`config.mk`:
```
export PLATFORM = sky130hd
export DESIGN_NAME = eag_unit
export DESIGN_NICKNAME = d
export VERILOG_FILES = /design/src/rtl/eag_pkg.sv /design/src/rtl/eag_legal.sv /design/src/rtl/eag_calc.sv /design/src/rtl/eag_ctrl.sv /design/src/rtl/eag_unit.sv
export SDC_FILE = /design/constraint.sdc
export NUM_CORES = 1
export LEC_CHECK = 0
export ABC_AREA = 0
export CORE_MARGIN = 4
export CORE_UTILIZATION = 35
export CTS_BUF_LIST = sky130_fd_sc_hd__clkbuf_8
export DETAILED_ROUTE_END_ITERATION = 10
export MAX_ROUTING_LAYER = met4
export PLACE_DENSITY = 0.68
export SLEW_MARGIN = 10
export SYNTH_ARGS = -nofsm -noshare
export SYNTH_HDL_FRONTEND = slang
export SYNTH_SLANG_ARGS = --single-unit
```
`constraint.sdc`:
```
create_clock -name clk -period 5.3 [get_ports clk]
set_input_delay 1.325 -clock clk [delete_from_list [all_inputs] [get_ports clk]]
set_output_delay 1.325 -clock clk [all_outputs]
set_load 0.03 [all_outputs]
```
`src/rtl/eag_pkg.sv`:
```
package eag_pkg;

    typedef enum logic [3:0] {
        AM_RDIR  = 4'd0,
        AM_RIND  = 4'd1,
        AM_D16   = 4'd2,
        AM_D24   = 4'd3,
        AM_PINC  = 4'd4,
        AM_PDEC  = 4'd5,
        AM_ABS8  = 4'd6,
        AM_ABS16 = 4'd7,
        AM_ABS24 = 4'd8,
        AM_IMM   = 4'd9,
        AM_PC8   = 4'd10,
        AM_PC16  = 4'd11,
        AM_MIND  = 4'd12
    } am_e;

    typedef enum logic [1:0] {
        IC_ALU  = 2'd0,
        IC_XFER = 2'd1,
        IC_BIT  = 2'd2,
        IC_CTRL = 2'd3
    } ic_e;

    typedef enum logic {
        ST_IDLE  = 1'b0,
        ST_FETCH = 1'b1
    } fsm_e;

    // size code to byte step
    function automatic logic [2:0] step_of(input logic [1:0] sz);
        logic [2:0] s;
        case (sz)
            2'd0:    s = 3'd1;
            2'd1:    s = 3'd2;
            default: s = 3'd4;
        endcase
        return s;
    endfunction

    // which modes each class may use
    function automatic logic mode_allowed(input logic [3:0] m, input logic [1:0] c);
        logic ok;
        case (ic_e'(c))
            IC_ALU:  ok = (m == AM_RDIR) || (m == AM_IMM);
            IC_XFER: ok = (m <= AM_IMM);
            IC_BIT:  ok = (m == AM_RDIR) || (m == AM_RIND) || (m == AM_ABS8);
            default: ok = (m == AM_PC8) || (m == AM_PC16) || (m == AM_MIND);
        endcase
        return ok;
    endfunction

endpackage

```
`src/rtl/eag_legal.sv`:
```
module eag_legal
    import eag_pkg::*;
(
    input  logic [3:0] mode,
    input  logic [1:0] iclass,
    output logic       legal
);

    always_comb begin
        legal = mode_allowed(mode, iclass);
    end

endmodule

```
`src/rtl/eag_calc.sv`:
```
module eag_calc
    import eag_pkg::*;
#(
    parameter int EA_W    = 24,
    parameter int GPR_W   = 32,
    parameter int SHORT_W = 8,
    parameter int MID_W   = 16
) (
    input  logic [3:0]       mode,
    input  logic [1:0]       opsize,
    input  logic [GPR_W-1:0] reg_val,
    input  logic [EA_W-1:0]  fld,
    input  logic [EA_W-1:0]  pc,
    output logic [EA_W-1:0]  ea,
    output logic             has_ea,
    output logic             wb_en,
    output logic [GPR_W-1:0] wb_val,
    output logic             fetch,
    output logic [EA_W-1:0]  ptr_addr
);

    localparam int HI_S     = EA_W - SHORT_W;
    localparam int HI_M     = EA_W - MID_W;
    localparam int STEP_PAD = GPR_W - 3;

    logic [EA_W-1:0]  reg_lo;
    logic [EA_W-1:0]  short_sx;
    logic [EA_W-1:0]  mid_sx;
    logic [EA_W-1:0]  short_top;
    logic [EA_W-1:0]  short_zx;
    logic [GPR_W-1:0] step;
    logic [GPR_W-1:0] reg_inc;
    logic [GPR_W-1:0] reg_dec;

    always_comb begin
        reg_lo    = reg_val[EA_W-1:0];
        short_sx  = {{HI_S{fld[SHORT_W-1]}}, fld[SHORT_W-1:0]};
        mid_sx    = {{HI_M{fld[MID_W-1]}}, fld[MID_W-1:0]};
        short_top = {{HI_S{1'b1}}, fld[SHORT_W-1:0]};
        short_zx  = {{HI_S{1'b0}}, fld[SHORT_W-1:0]};
        step      = {{STEP_PAD{1'b0}}, step_of(opsize)};
        reg_inc   = reg_val + step;
        reg_dec   = reg_val - step;
    end

    always_comb begin
        ea       = '0;
        has_ea   = 1'b0;
        wb_en    = 1'b0;
        wb_val   = '0;
        fetch    = 1'b0;
        ptr_addr = '0;
        case (am_e'(mode))
            AM_RIND: begin
                ea     = reg_lo;
                has_ea = 1'b1;
            end
            AM_D16: begin
                ea     = reg_lo + mid_sx;
                has_ea = 1'b1;
            end
            AM_D24: begin
                ea     = reg_lo + fld;
                has_ea = 1'b1;
            end
            AM_PINC: begin
                ea     = reg_lo;
                has_ea = 1'b1;
                wb_en  = 1'b1;
                wb_val = reg_inc;
            end
            AM_PDEC: begin
                ea     = reg_dec[EA_W-1:0];
                has_ea = 1'b1;
                wb_en  = 1'b1;
                wb_val = reg_dec;
            end
            AM_ABS8: begin
                ea     = short_top;
                has_ea = 1'b1;
            end
            AM_ABS16: begin
                ea     = mid_sx;
                has_ea = 1'b1;
            end
            AM_ABS24: begin
                ea     = fld;
                has_ea = 1'b1;
            end
            AM_PC8: begin
                ea     = pc + short_sx;
                has_ea = 1'b1;
            end
            AM_PC16: begin
                ea     = pc + mid_sx;
                has_ea = 1'b1;
            end
            AM_MIND: begin
                fetch    = 1'b1;
                ptr_addr = short_zx;
            end
            default: begin
            end
        endcase
    end

endmodule

```
`src/rtl/eag_ctrl.sv`:
```
module eag_ctrl
    import eag_pkg::*;
#(
    parameter int EA_W  = 24,
    parameter int GPR_W = 32
) (
    input  logic             clk,
    input  logic             rst,
    input  logic             start,
    input  logic             legal,
    input  logic [EA_W-1:0]  c_ea,
    input  logic             c_has_ea,
    input  logic             c_wb_en,
    input  logic [GPR_W-1:0] c_wb_val,
    input  logic             c_fetch,
    input  logic [EA_W-1:0]  c_ptr,
    input  logic             rd_ack,
    input  logic [GPR_W-1:0] rd_data,
    output logic [EA_W-1:0]  ea,
    output logic             ea_valid,
    output logic             wb_en,
    output logic [GPR_W-1:0] wb_val,
    output logic             illegal,
    output logic             done,
    output logic             busy,
    output logic             rd_req,
    output logic [EA_W-1:0]  rd_addr
);

    fsm_e state;
    logic unused_rd_hi;

    assign unused_rd_hi = ^rd_data[GPR_W-1:EA_W];
    assign busy = (state == ST_FETCH);

    always_ff @(posedge clk) begin
        if (rst) begin
            state    <= ST_IDLE;
            ea       <= '0;
            ea_valid <= 1'b0;
            wb_en    <= 1'b0;
            wb_val   <= '0;
            illegal  <= 1'b0;
            done     <= 1'b0;
            rd_req   <= 1'b0;
            rd_addr  <= '0;
        end else begin
            done <= 1'b0;
            case (state)
                ST_IDLE: begin
                    if (start) begin
                        wb_val <= c_wb_val;
                        if (!legal) begin
                            illegal  <= 1'b1;
                            ea       <= '0;
                            ea_valid <= 1'b0;
                            wb_en    <= 1'b0;
                            done     <= 1'b1;
                        end else if (c_fetch) begin
                            illegal  <= 1'b0;
                            ea_valid <= 1'b0;
                            wb_en    <= 1'b0;
                            rd_req   <= 1'b1;
                            rd_addr  <= c_ptr;
                            state    <= ST_FETCH;
                        end else begin
                            illegal  <= 1'b0;
                            ea       <= c_ea;
                            ea_valid <= c_has_ea;
                            wb_en    <= c_wb_en;
                            done     <= 1'b1;
                        end
                    end
                end
                default: begin
                    if (rd_ack) begin
                        rd_req   <= 1'b0;
                        ea       <= rd_data[EA_W-1:0];
                        ea_valid <= 1'b1;
                        done     <= 1'b1;
                        state    <= ST_IDLE;
                    end
                end
            endcase
        end
    end


    req_hold_chk: assert property (@(posedge clk) disable iff (rst)
        (rd_req && !rd_ack) |=> (rd_req && $stable(rd_addr)));


    ack_done_chk: assert property (@(posedge clk) disable iff (rst)
        (busy && rd_ack) |=> (done && ea_valid && !busy && !rd_req));


    illegal_quiet_chk: assert property (@(posedge clk) disable iff (rst)
        illegal |-> (!ea_valid && !wb_en && !rd_req));


    wb_needs_ea_chk: assert property (@(posedge clk) disable iff (rst)
        wb_en |-> ea_valid);


    busy_hold_chk: assert property (@(posedge clk) disable iff (rst)
        (busy && !rd_ack) |=> (busy && !done));

endmodule

```
`src/rtl/eag_unit.sv`:
```
module eag_unit
    import eag_pkg::*;
#(
    parameter int EA_W    = 24,
    parameter int GPR_W   = 32,
    parameter int SHORT_W = 8,
    parameter int MID_W   = 16
) (
    input  logic             clk,
    input  logic             rst,
    input  logic             start,
    input  logic [3:0]       mode,
    input  logic [1:0]       iclass,
    input  logic [1:0]       opsize,
    input  logic [GPR_W-1:0] reg_val,
    input  logic [EA_W-1:0]  fld,
    input  logic [EA_W-1:0]  pc,
    output logic [EA_W-1:0]  ea,
    output logic             ea_valid,
    output logic             wb_en,
    output logic [GPR_W-1:0] wb_val,
    output logic             illegal,
    output logic             done,
    output logic             busy,
    output logic             rd_req,
    output logic [EA_W-1:0]  rd_addr,
    input  logic             rd_ack,
    input  logic [GPR_W-1:0] rd_data
);

    logic             legal;
    logic [EA_W-1:0]  c_ea;
    logic             c_has_ea;
    logic             c_wb_en;
    logic [GPR_W-1:0] c_wb_val;
    logic             c_fetch;
    logic [EA_W-1:0]  c_ptr;

    eag_legal i_legal (
        .mode   (mode),
        .iclass (iclass),
        .legal  (legal)
    );

    eag_calc #(
        .EA_W    (EA_W),
        .GPR_W   (GPR_W),
        .SHORT_W (SHORT_W),
        .MID_W   (MID_W)
    ) i_calc (
        .mode     (mode),
        .opsize   (opsize),
        .reg_val  (reg_val),
        .fld      (fld),
        .pc       (pc),
        .ea       (c_ea),
        .has_ea   (c_has_ea),
        .wb_en    (c_wb_en),
        .wb_val   (c_wb_val),
        .fetch    (c_fetch),
        .ptr_addr (c_ptr)
    );

    eag_ctrl #(
        .EA_W  (EA_W),
        .GPR_W (GPR_W)
    ) i_ctrl (
        .clk      (clk),
        .rst      (rst),
        .start    (start),
        .legal    (legal),
        .c_ea     (c_ea),
        .c_has_ea (c_has_ea),
        .c_wb_en  (c_wb_en),
        .c_wb_val (c_wb_val),
        .c_fetch  (c_fetch),
        .c_ptr    (c_ptr),
        .rd_ack   (rd_ack),
        .rd_data  (rd_data),
        .ea       (ea),
        .ea_valid (ea_valid),
        .wb_en    (wb_en),
        .wb_val   (wb_val),
        .illegal  (illegal),
        .done     (done),
        .busy     (busy),
        .rd_req   (rd_req),
        .rd_addr  (rd_addr)
    );

endmodule

```
== After elaboration in Yosys (flattened, before gate mapping) ==
Cells that the tools add are included.

* Output and inout bits: 86
* Bits of input ports: 124
* Word-level logic and storage cells: 89
* Bits in registers: 86

* Mux-type cells: 36
* Bitwise operators: 1
* Equal/unequal tests: 17
* Magnitude comparators: 1
* Add/sub/neg operators: 6
* Reductions and logical operators: 19

{| class="wikitable"
|+ Operator list
! operator !! number
|-
| $pmux 24 s9 || 1
|-
| $mux 24 || 5
|-
| $add 24x24->24 || 4
|-
| $pmux 32 s2 || 1
|-
| $add 32x3->32 || 1
|-
| $sub 32x3->32 || 1
|-
| $mux 1 || 26
|-
| $eq 4x4->1 const B || 5
|-
| $eq 4x3->1 const B || 4
|-
| $reduce_or 10->1 || 1
|-
| $eq 4x2->1 const B || 2
|-
| $mux 8 || 1
|-
| $reduce_and 4->1 || 2
|-
| $pmux 3 s2 || 1
|-
| $reduce_bool 2->1 || 3
|-
| $logic_or 1x1->1 || 5
|-
| $eq 2x1->1 const B || 2
|-
| $eq 4x1->1 const B || 1
|-
| $le 4x4->1 const B || 1
|-
| $logic_not 2->1 || 2
|-
| $logic_not 4->1 || 1
|-
| $reduce_and 2->1 || 2
|-
| $reduce_or 2->1 || 2
|-
| $ne 3x3->1 const B || 1
|-
| other kinds (5) || 5
|}

== Logic depth before layout (Yosys ltp) ==
Gate-level depths: netlist of run 1.

* Word-level depth: 8
* Depth in mapped cells: 16
* Mapped depth without buffers: 14

== By module ==
Synthesis of run 1 repeated with hierarchy kept, for this count alone.

* Cell total of the unflattened synthesis: 1447
* Area total of the unflattened synthesis: 10403.7 um^2

{| class="wikitable"
|+ By module, submodules not included
! module !! cells an instance !! area an instance (um^2) !! times used !! seq. area each (um^2)
|-
| eag_calc || 1046 || 6926.6 || 1 || 0.0
|-
| eag_ctrl || 389 || 3394.5 || 1 || 1721.7
|-
| eag_legal || 12 || 82.6 || 1 || 0.0
|}

== Worst setup path before layout of run 1 ==
Ideal clock, no wire load.

* Kind: input port to flip-flop
* Start: in mode[0]
* End: reg i_ctrl.ea[21]
* Setup slack: 671 ps
* Buffers on the path: 3
* Data required time: 5209 ps
* Stages on the path: 14
* Setup time: 91 ps
* Arrival: 4538 ps
* Cell sequence: clkbuf_1 buf_2 nand3_1 clkbuf_1 mux2_2 ha_1 a21o_1 a21oi_1 nor3b_1 a21bo_2 a31oi_1 nand2_1 a211o_1 a311oi_1

* Word-level cells in the longest chain between the ends: 7
* Elaborated cells on any way between the ends: 29
* Those cells by class: order compare: 1; eq/ne: 13; mux: 7; reduce/logical: 8

{| class="wikitable"
|+ RTL lines
! what !! line !! source
|-
| from (decl) || eag_unit.sv:12 || <nowiki>input logic [3:0] mode,</nowiki>
|-
| $eq 4x1->1 (tied with other cells) || eag_pkg.sv:48, eag_calc.sv:53 ||
|-
| $reduce_or 2->1 (no line) (tied with other cells) || -- ||
|-
| $pmux 24 s9 (tied with other cells) || eag_calc.sv:53 || <nowiki>case (am_e'(mode))</nowiki>
|-
| $mux 24 / $pmux 1 s3 (equally long branches) || eag_ctrl.sv:59, eag_pkg.sv:45 ||
|-
| $mux 24 || eag_ctrl.sv:53 || <nowiki>if (!legal) begin</nowiki>
|-
| $mux 24 || eag_ctrl.sv:51 || <nowiki>if (start) begin</nowiki>
|-
| $mux 24 || eag_ctrl.sv:49 || <nowiki>case (state)</nowiki>
|-
| to (signal assigned) || eag_ctrl.sv:78 || <nowiki>ea <= rd_data[EA_W-1:0];</nowiki>
|-
| to (decl) || eag_ctrl.sv:19 || <nowiki>output logic [EA_W-1:0] ea,</nowiki>
|}

Several ways; a longest one is shown, not always the timed one. The select of a mux whose other input is x is not followed.
A chain may end at the register's enable or synchronous reset.

== Worst setup path after layout of run 1 ==
* Start: in mode[3]
* End: reg i_ctrl.ea[21]

The elaborated chain is that of the path after synthesis.

==> flow_metrics.py, run 1 <==
metrics = {
    "pwr": {
        "p_int_uw": 1169,
        "p_per_area_mw_per_mm2": 168.9,
        "clkPwrFrac": 0.215,
        "seqPwrFrac": 0.273,
        "p_sw_uw": 891.8,
        "swShare": 0.4328,
        "power_leakage_uw": 0.004633,
        "power.total_uw": 2061,
        "combPwrFrac": 0.512,
        "ir_worst_vdd_mv": 0.08224,
    },
    "global_route": {
        "grt_first_pass_wirelength_um": 60340,
        "grt_pass1_vias": 10432,
        "antenna_found_initial": 4,
        "grt_usage": 0.2544,
        "grt_overflow_total": 0,
        "grt_start_max_net_pins": 71,
    },
    "clocking": {
        "postCtsHoldBufs": 0,
        "cts_tree": "built",
        "cts_resized": 0,
        "htree_levels": 3,
        "clk_latency_ns": 0.40,
        "clockRootBuffer": "clkbuf_8",
        "cts_buffers": 9,
        "cts_sinks": 70,
        "cts_setup_buffers": 0,
        "clk_pin_slew_ns": 0.09,
        "clockBufferDepth": 2,
    },
    "detailed_routing": {
        "drt-total-wl_um": 39710,
        "postRouteAntennaNets": 0,
        "first_pass_iters": 5,
        "num_vias": 11410,
        "wl_per_cell_um": 20.97,
        "vias_per_cell": 6.024,
        "drt_iter0_drc": 1365,
        "drc": 0,
    },
    "finish": {
        "seq_area_mm2": 0.001401,
        "nFillCells": 2830,
        "area_growth_pct": 25.26,
        "multi_input_comb_area_mm2": 0.007752,
        "drive_gt1_frac": 0.07905,
        "nets": 1718,
    },
    "logic_synthesis": {
        "synth_cell_types": 80,
        "seq_area_frac_synth": 0.1438,
        "synth_area_mm2": 0.009742,
        "synth_seq_cells": 70,
        "syn_avg_cell_area_um2": 7.116,
        "ys.flop_type": "dfxtp_1",
        "ys_warn_count": 0,
        "async_reset_ff_frac": 0,
        "synth-edff-count": 0,
        "netlist_instances": 1369,
    },
    "timing": {
        "rsz0062_at_grt": "no",
        "hold_viol_final": 0,
        "hold_ws_ns": 0.4533,
        "setup_viol": 0,
        "finalCritPeriodShare": 0.9060,
        "layout_min_cycle_time_ns": 4.802,
        "worst_pin_slew_ns": 1.003,
        "fmax_ghz": 0.2083,
        "drv_slew": 0,
        "setup_tns_ns": 0,
        "fin_worst_skew_ns": 0.02476,
        "slew_headroom": 0.3311,
    },
    "floorplan": {
        "dieArea_mm2": 0.03057,
        "start_util": 0.3585,
        "num_io_pins": 210,
        "num_rows": 60,
        "die_x_um": 174.8,
        "coreArea_mm2": 0.02718,
        "die_y_um": 174.8,
    },
    "outcome": {
        "outcome": "complete, no violations",
    },
    "placement": {
        "post-dp-hpwl_um": 31220,
        "place.gp.congestion": 0.9624,
        "port_buffers": 185,
    },
    "worst_setup_path": {
        "crit_path_end_kind": "flip-flop",
        "cp_max_fo": 13,
        "reg2reg_from": "i_ctrl.busy",
        "critical_path_class": "in -> reg",
        "cp-startpoint": "mode[3]",
        "startpoint_type": "input pin",
        "cp.arrival_ns": 5.09,
        "worstPathRequired_ns": 5.59,
    },
    "hold_path": {
        "worst_hold_path_type": "reg -> reg",
        "min-delay-start": "i_ctrl.wb_val[2]",
    },
    "job": {
        "max_cap_violations": 0,
    },
}
-- per-layer routing --
| metal | wire [um] | up-vias | share of wire | GRT usage |
|---|---|---|---|---|
| met5 | 0 | - | 0 | - |
| met4 | 998 | 0 | 0.025 | 0.07365 |
| met3 | 3335 | 55 | 0.084 | 0.03224 |
| met2 | 17670 | 555 | 0.44 | 0.3875 |
| met1 | 17710 | 5391 | 0.45 | 0.3541 |
| li1 | - | 5409 | - | - |
-- path summary, 6_finish.rpt --
check	to	slack [ns]	cells after the start
max	i_ctrl.ea[21]	0.50	14
min	i_ctrl.wb_val[2]	0.45	2
max reg2reg	i_ctrl.ea[23]	2.31	7
min reg2reg	i_ctrl.wb_val[2]	0.45	2
-- layout by cell type, fill, tap and decap left out, types with 13 or more instances in the layout --
cell and count:
xor2_1 22, nand3_1 31, or3_1 13, nor2b_1 14, a21oi_1 106, nand2_1 113
a221oi_1 17, o211ai_1 19, o21a_1 19, mux2_2 23, nor3_1 53, nor2_1 139
a31oi_1 25, nand2b_1 18, xnor2_1 48, inv_1 34, dfxtp_1 70, mux2i_1 18
and3_1 22, clkdlybuf4s50_1 184, conb_1 16, a21o_1 36, o21ai_0 77, nand4_1 22
a211oi_1 39, ha_1 76, buf_4 53
-- synthesized netlist by cell type, drive strengths merged, types with 9 or more instances --
master  count  share of area
o221ai     12          0.011
and3       22          0.014
a311oi     10         0.0090
nor2      139          0.054
a211oi     39          0.030
a21o       36          0.028
nand3      31          0.016
a21oi     106          0.054
or2         9         0.0058
nand2     113          0.044
dfxtp      70           0.14
a222oi      9         0.0092
nor2b      15         0.0096
a31oi      25          0.016
o211ai     19          0.015
xor2       22          0.020
o22ai      12         0.0077
or3        17          0.013
o21ai      79          0.041
nand3b     10         0.0077
clkbuf     91          0.035
nand4      23          0.015
nor3       55          0.030
o21a       19          0.015
ha         76          0.098
mux2i      18          0.018
a22oi      12         0.0092
a221oi     17          0.015
xnor2      48          0.043
buf        30          0.019
inv        34          0.013
nor4        9         0.0064
nand2b     18          0.012
mux2       23          0.027
-- layout make-up --
type / count / share of cell area
sequential: 70 / 0.1148
tap: 372 / 0.03814
antenna: 4 / 0.0008203
clock buffer: 10 / 0.01128
inverter: 34 / 0.01046
multi-input combinational: 1159 / 0.6353
timing repair buffer: 239 / 0.1856
clock inverter: 6 / 0.003589
-- flip-flops by register name (all words and copies together), names as in the netlist --
name             cells
i_ctrl.wb_val       32
i_ctrl.ea           24
i_ctrl.rd_addr       8
i_ctrl.busy          1
i_ctrl.done          1
i_ctrl.ea_valid      1
i_ctrl.illegal       1
i_ctrl.rd_req        1
i_ctrl.wb_en         1
-- kinds of logic (layout without fill, tap and decap cells) --
group	count (synthesis)	count (layout)	synth area share
multiplexers	41	41	0.04508
XOR/XNOR	70	70	0.06293
buffers and inverters	155	289	0.06756
adder cells (fa/ha/maj)	81	81	0.1079
AO/OA/AOI/OAI	468	468	0.3275
flip-flops	70	70	0.1438
AND/OR/NAND/NOR	483	483	0.2448
other	1	20	0.0003849
-- metrics by stage --
| stage | util | cells | cell area, um^2 | setup WS, ns |
|---|---|---|---|---|
| 6_report | 0.4490 | 1894 | 12200 | 0.4982 |
| 3_3_place_gp | 0.4420 | 1874 | 12010 | 0.2418 |
| 5_1_grt | 0.4490 | 1894 | 12200 | 0.2523 |
| 2_1_floorplan | - | 1384 | 9798 | 0.6709 |
| 4_1_cts | 0.4487 | 1890 | 12190 | 0.5532 |
| 3_5_place_dp | 0.4420 | 1874 | 12010 | 0.1996 |
-- worst max-delay path, stage by stage --
cell             delay (ns)
clkdlybuf4s50_1        0.54
nor2b_1                0.21
nand3_1                0.15
buf_12                 0.18
mux2_2                 0.28
ha_1                   0.24
a211oi_1               0.33
o21bai_1               0.16
a31o_2                 0.27
a21bo_2                0.22
a31oi_1                0.45
nand2_1                0.11
a211o_1                0.34
a311oi_1               0.25
-- power by group through the flow --
stage               sequential, uW  combinational [uW]  clock, uW
floorplan                      617                 620          0
global placement               574                1020          0
detailed placement             575                1030          0
CTS                            562                1040        446
global route                   565                1140        463
finish                         562                1050        444
No activity file was read; power rests on OpenSTA's default activity.
==> inputs of run 2 (changes only) <==
- CAP_MARGIN: default -> 20
- HOLD_SLACK_MARGIN: default -> 0.02
- PLACE_DENSITY: 0.68 -> 0.58
==> flow_metrics.py, run 2 (synthesis results as in run 1) <==
metrics = {
    "worst_setup_path": {
        "r2r_end": "i_ctrl.ea[10]",
        "timing.critical_path.max_delay_family": "compound AO/OA/AOI/OAI gates",
        "crit_path_end_kind": "flip-flop",
        "cp_max_fo": 25,
        "worst_path_largest_cell_delay_ns": 0.52,
        "cp.buffers_inverters": 2,
        "r2r_cells": 8,
        "critical_path_class": "in -> reg",
        "cpMaxStageDelayCell": "clkdlybuf4s50_1",
        "crit_path_cell_trace": "clkdlybuf4s50_1 -> nor2b_1 -> nand3_1 -> buf_12 -> mux2_2 -> ha_1 -> a211oi_1 -> o21bai_1 -> a31o_2 -> a21bo_2 -> a31oi_1 -> nand2_1 -> a211o_1 -> a311oi_1",
        "reg2reg_from": "i_ctrl.busy",
        "cp-endpoint": "i_ctrl.ea[21]",
        "worstPathRequired_ns": 5.59,
        "ff2ff_setup_slack_ns": 2.39,
        "startpoint_type": "input pin",
        "cp.arrival_ns": 5.03,
        "crit_cells": 14,
        "cp-startpoint": "mode[2]",
    },
    "detailed_routing": {
        "wl_per_cell_um": 21.65,
        "dr_wl_met2_um": 18480,
        "num_vias": 11375,
        "wl_met1_um": 19010,
        "drc": 0,
        "vias_per_cell": 5.987,
        "first_pass_iters": 6,
        "route.met3.wl_um": 2937,
        "drt-total-wl_um": 41130,
        "top_layer": "met4",
        "drt_iter0_drc": 1209,
        "postRouteAntennaNets": 0,
    },
    "clocking": {
        "cts_setup_buffers": 0,
        "cts_resized": 0,
        "cts_tree": "built",
        "cts_sinks": 70,
        "htree_levels": 3,
        "clockRootBuffer": "clkbuf_8",
        "clk_pin_slew_ns": 0.08,
        "clockBufferDepth": 2,
        "postCtsHoldBufs": 0,
        "cts_buffers": 9,
        "clk_latency_ns": 0.41,
    },
    "finish": {
        "nFillCells": 2842,
        "reg.largest.list": "i_ctrl.wb_val x32, i_ctrl.ea x24, i_ctrl.rd_addr x8",
        "largest_reg_flops": 32,
        "final_common_cell": "clkdlybuf4s50_1",
        "final_cell_mix": "184 x clkdlybuf4s50_1, 139 x nor2_1, 113 x nand2_1",
        "final_cells": 1900,
        "fin_area_mm2": 0.01229,
        "area_growth_pct": 26.16,
        "largest_register": "i_ctrl.wb_val",
        "seq_area_mm2": 0.001401,
        "final_util": 0.4523,
        "nets": 1728,
        "drive_gt1_frac": 0.08508,
        "multi_input_comb_area_mm2": 0.007752,
        "antenna_cells": 0,
    },
    "floorplan": {
        "num_rows": 60,
        "die_y_um": 174.8,
        "coreArea_mm2": 0.02718,
        "num_io_pins": 210,
        "start_util": 0.3585,
        "dieArea_mm2": 0.03057,
        "die_x_um": 174.8,
    },
    "timing": {
        "setup_tns_ns": 0,
        "slew_headroom": 0.4505,
        "layout_min_cycle_time_ns": 4.741,
        "fin_worst_skew_ns": 0.01781,
        "rsz0062_at_grt": "no",
        "drv_slew": 0,
        "setup_viol": 0,
        "hold_viol_final": 0,
        "finalCritPeriodShare": 0.8945,
        "fmax_ghz": 0.2109,
        "worst_pin_slew_ns": 0.8226,
    },
    "pwr": {
        "power.total_uw": 2120,
        "p_per_area_mw_per_mm2": 172.5,
        "power_leakage_uw": 0.004686,
        "ir_worst_vdd_mv": 0.09915,
    },
    "placement": {
        "dp.cells": 1884,
        "place.gp.congestion": 0.9532,
        "port_buffers": 185,
        "post-dp-hpwl_um": 32620,
        "placed_area_mm2": 0.01209,
    },
    "job": {
        "max_cap_violations": 0,
    },
    "hold_path": {
        "worst_hold_path_type": "reg -> reg",
    },
    "global_route": {
        "antenna_found_initial": 0,
        "grt_start_max_net_pins": 44,
        "grt_overflow_total": 0,
        "grt_usage": 0.2637,
        "grt_pass1_vias": 10468,
        "grt_first_pass_wirelength_um": 61820,
    },
    "outcome": {
        "outcome": "complete, no violations",
    },
}
==> run 2: worst min path at each step <==
| stage | startpoint | slack [ns] | cells past startpoint | to |
|---|---|---|---|---|
| finish | i_ctrl.wb_val[29] | 0.46 | 2 | i_ctrl.wb_val[29] |
| floorplan | i_ctrl.wb_val[12] | 0.58 | 2 | i_ctrl.wb_val[12] |
| global placement | i_ctrl.wb_val[28] | 0.44 | 2 | i_ctrl.wb_val[28] |
| detailed placement | i_ctrl.wb_val[29] | 0.45 | 2 | i_ctrl.wb_val[29] |
| CTS | i_ctrl.wb_val[29] | 0.46 | 2 | i_ctrl.wb_val[29] |
| global route | i_ctrl.wb_val[28] | 0.48 | 2 | i_ctrl.wb_val[28] |
==> run 2: tightest hold or removal path, cell delays in order (launching register included) <==
cell and delay, ns:
dfxtp_1 0.32, nand2_1 0.05, a21oi_1 0.05
==> run 2: power breakdown <==
part	leakage, uW	switching, uW	internal [uW]
clock	0.0000968	274	223
sequential	0.000572	13.4	549
combinational	0.00402	620	440
==> run 2: stage by stage <==
stage | hold slack, ns | worst slack, ns
detailed placement | 0.4466 | 0.2231
global route | 0.4799 | 0.4018
floorplan | 0.5799 | 0.6709
finish | 0.4550 | 0.5593
global placement | 0.4396 | 0.2296
CTS | 0.4584 | 0.5905
==> run 2: area by class of cell <==
type | instances | area share
clock buffers | 9 | 0.01008
clock inverters | 7 | 0.006515
inverters | 34 | 0.01038
multi-input cells | 1159 | 0.6308
flip-flops and latches | 70 | 0.1140
well taps | 372 | 0.03787
repair buffers | 249 | 0.1904
==> run 2: routing by layer <==
layer	vias to the layer above	global-route usage
li1	5430	-
met1	5390	0.3684
met2	511	0.4126
met3	44	0.02899
met4	0	0.05794
met5	-	-
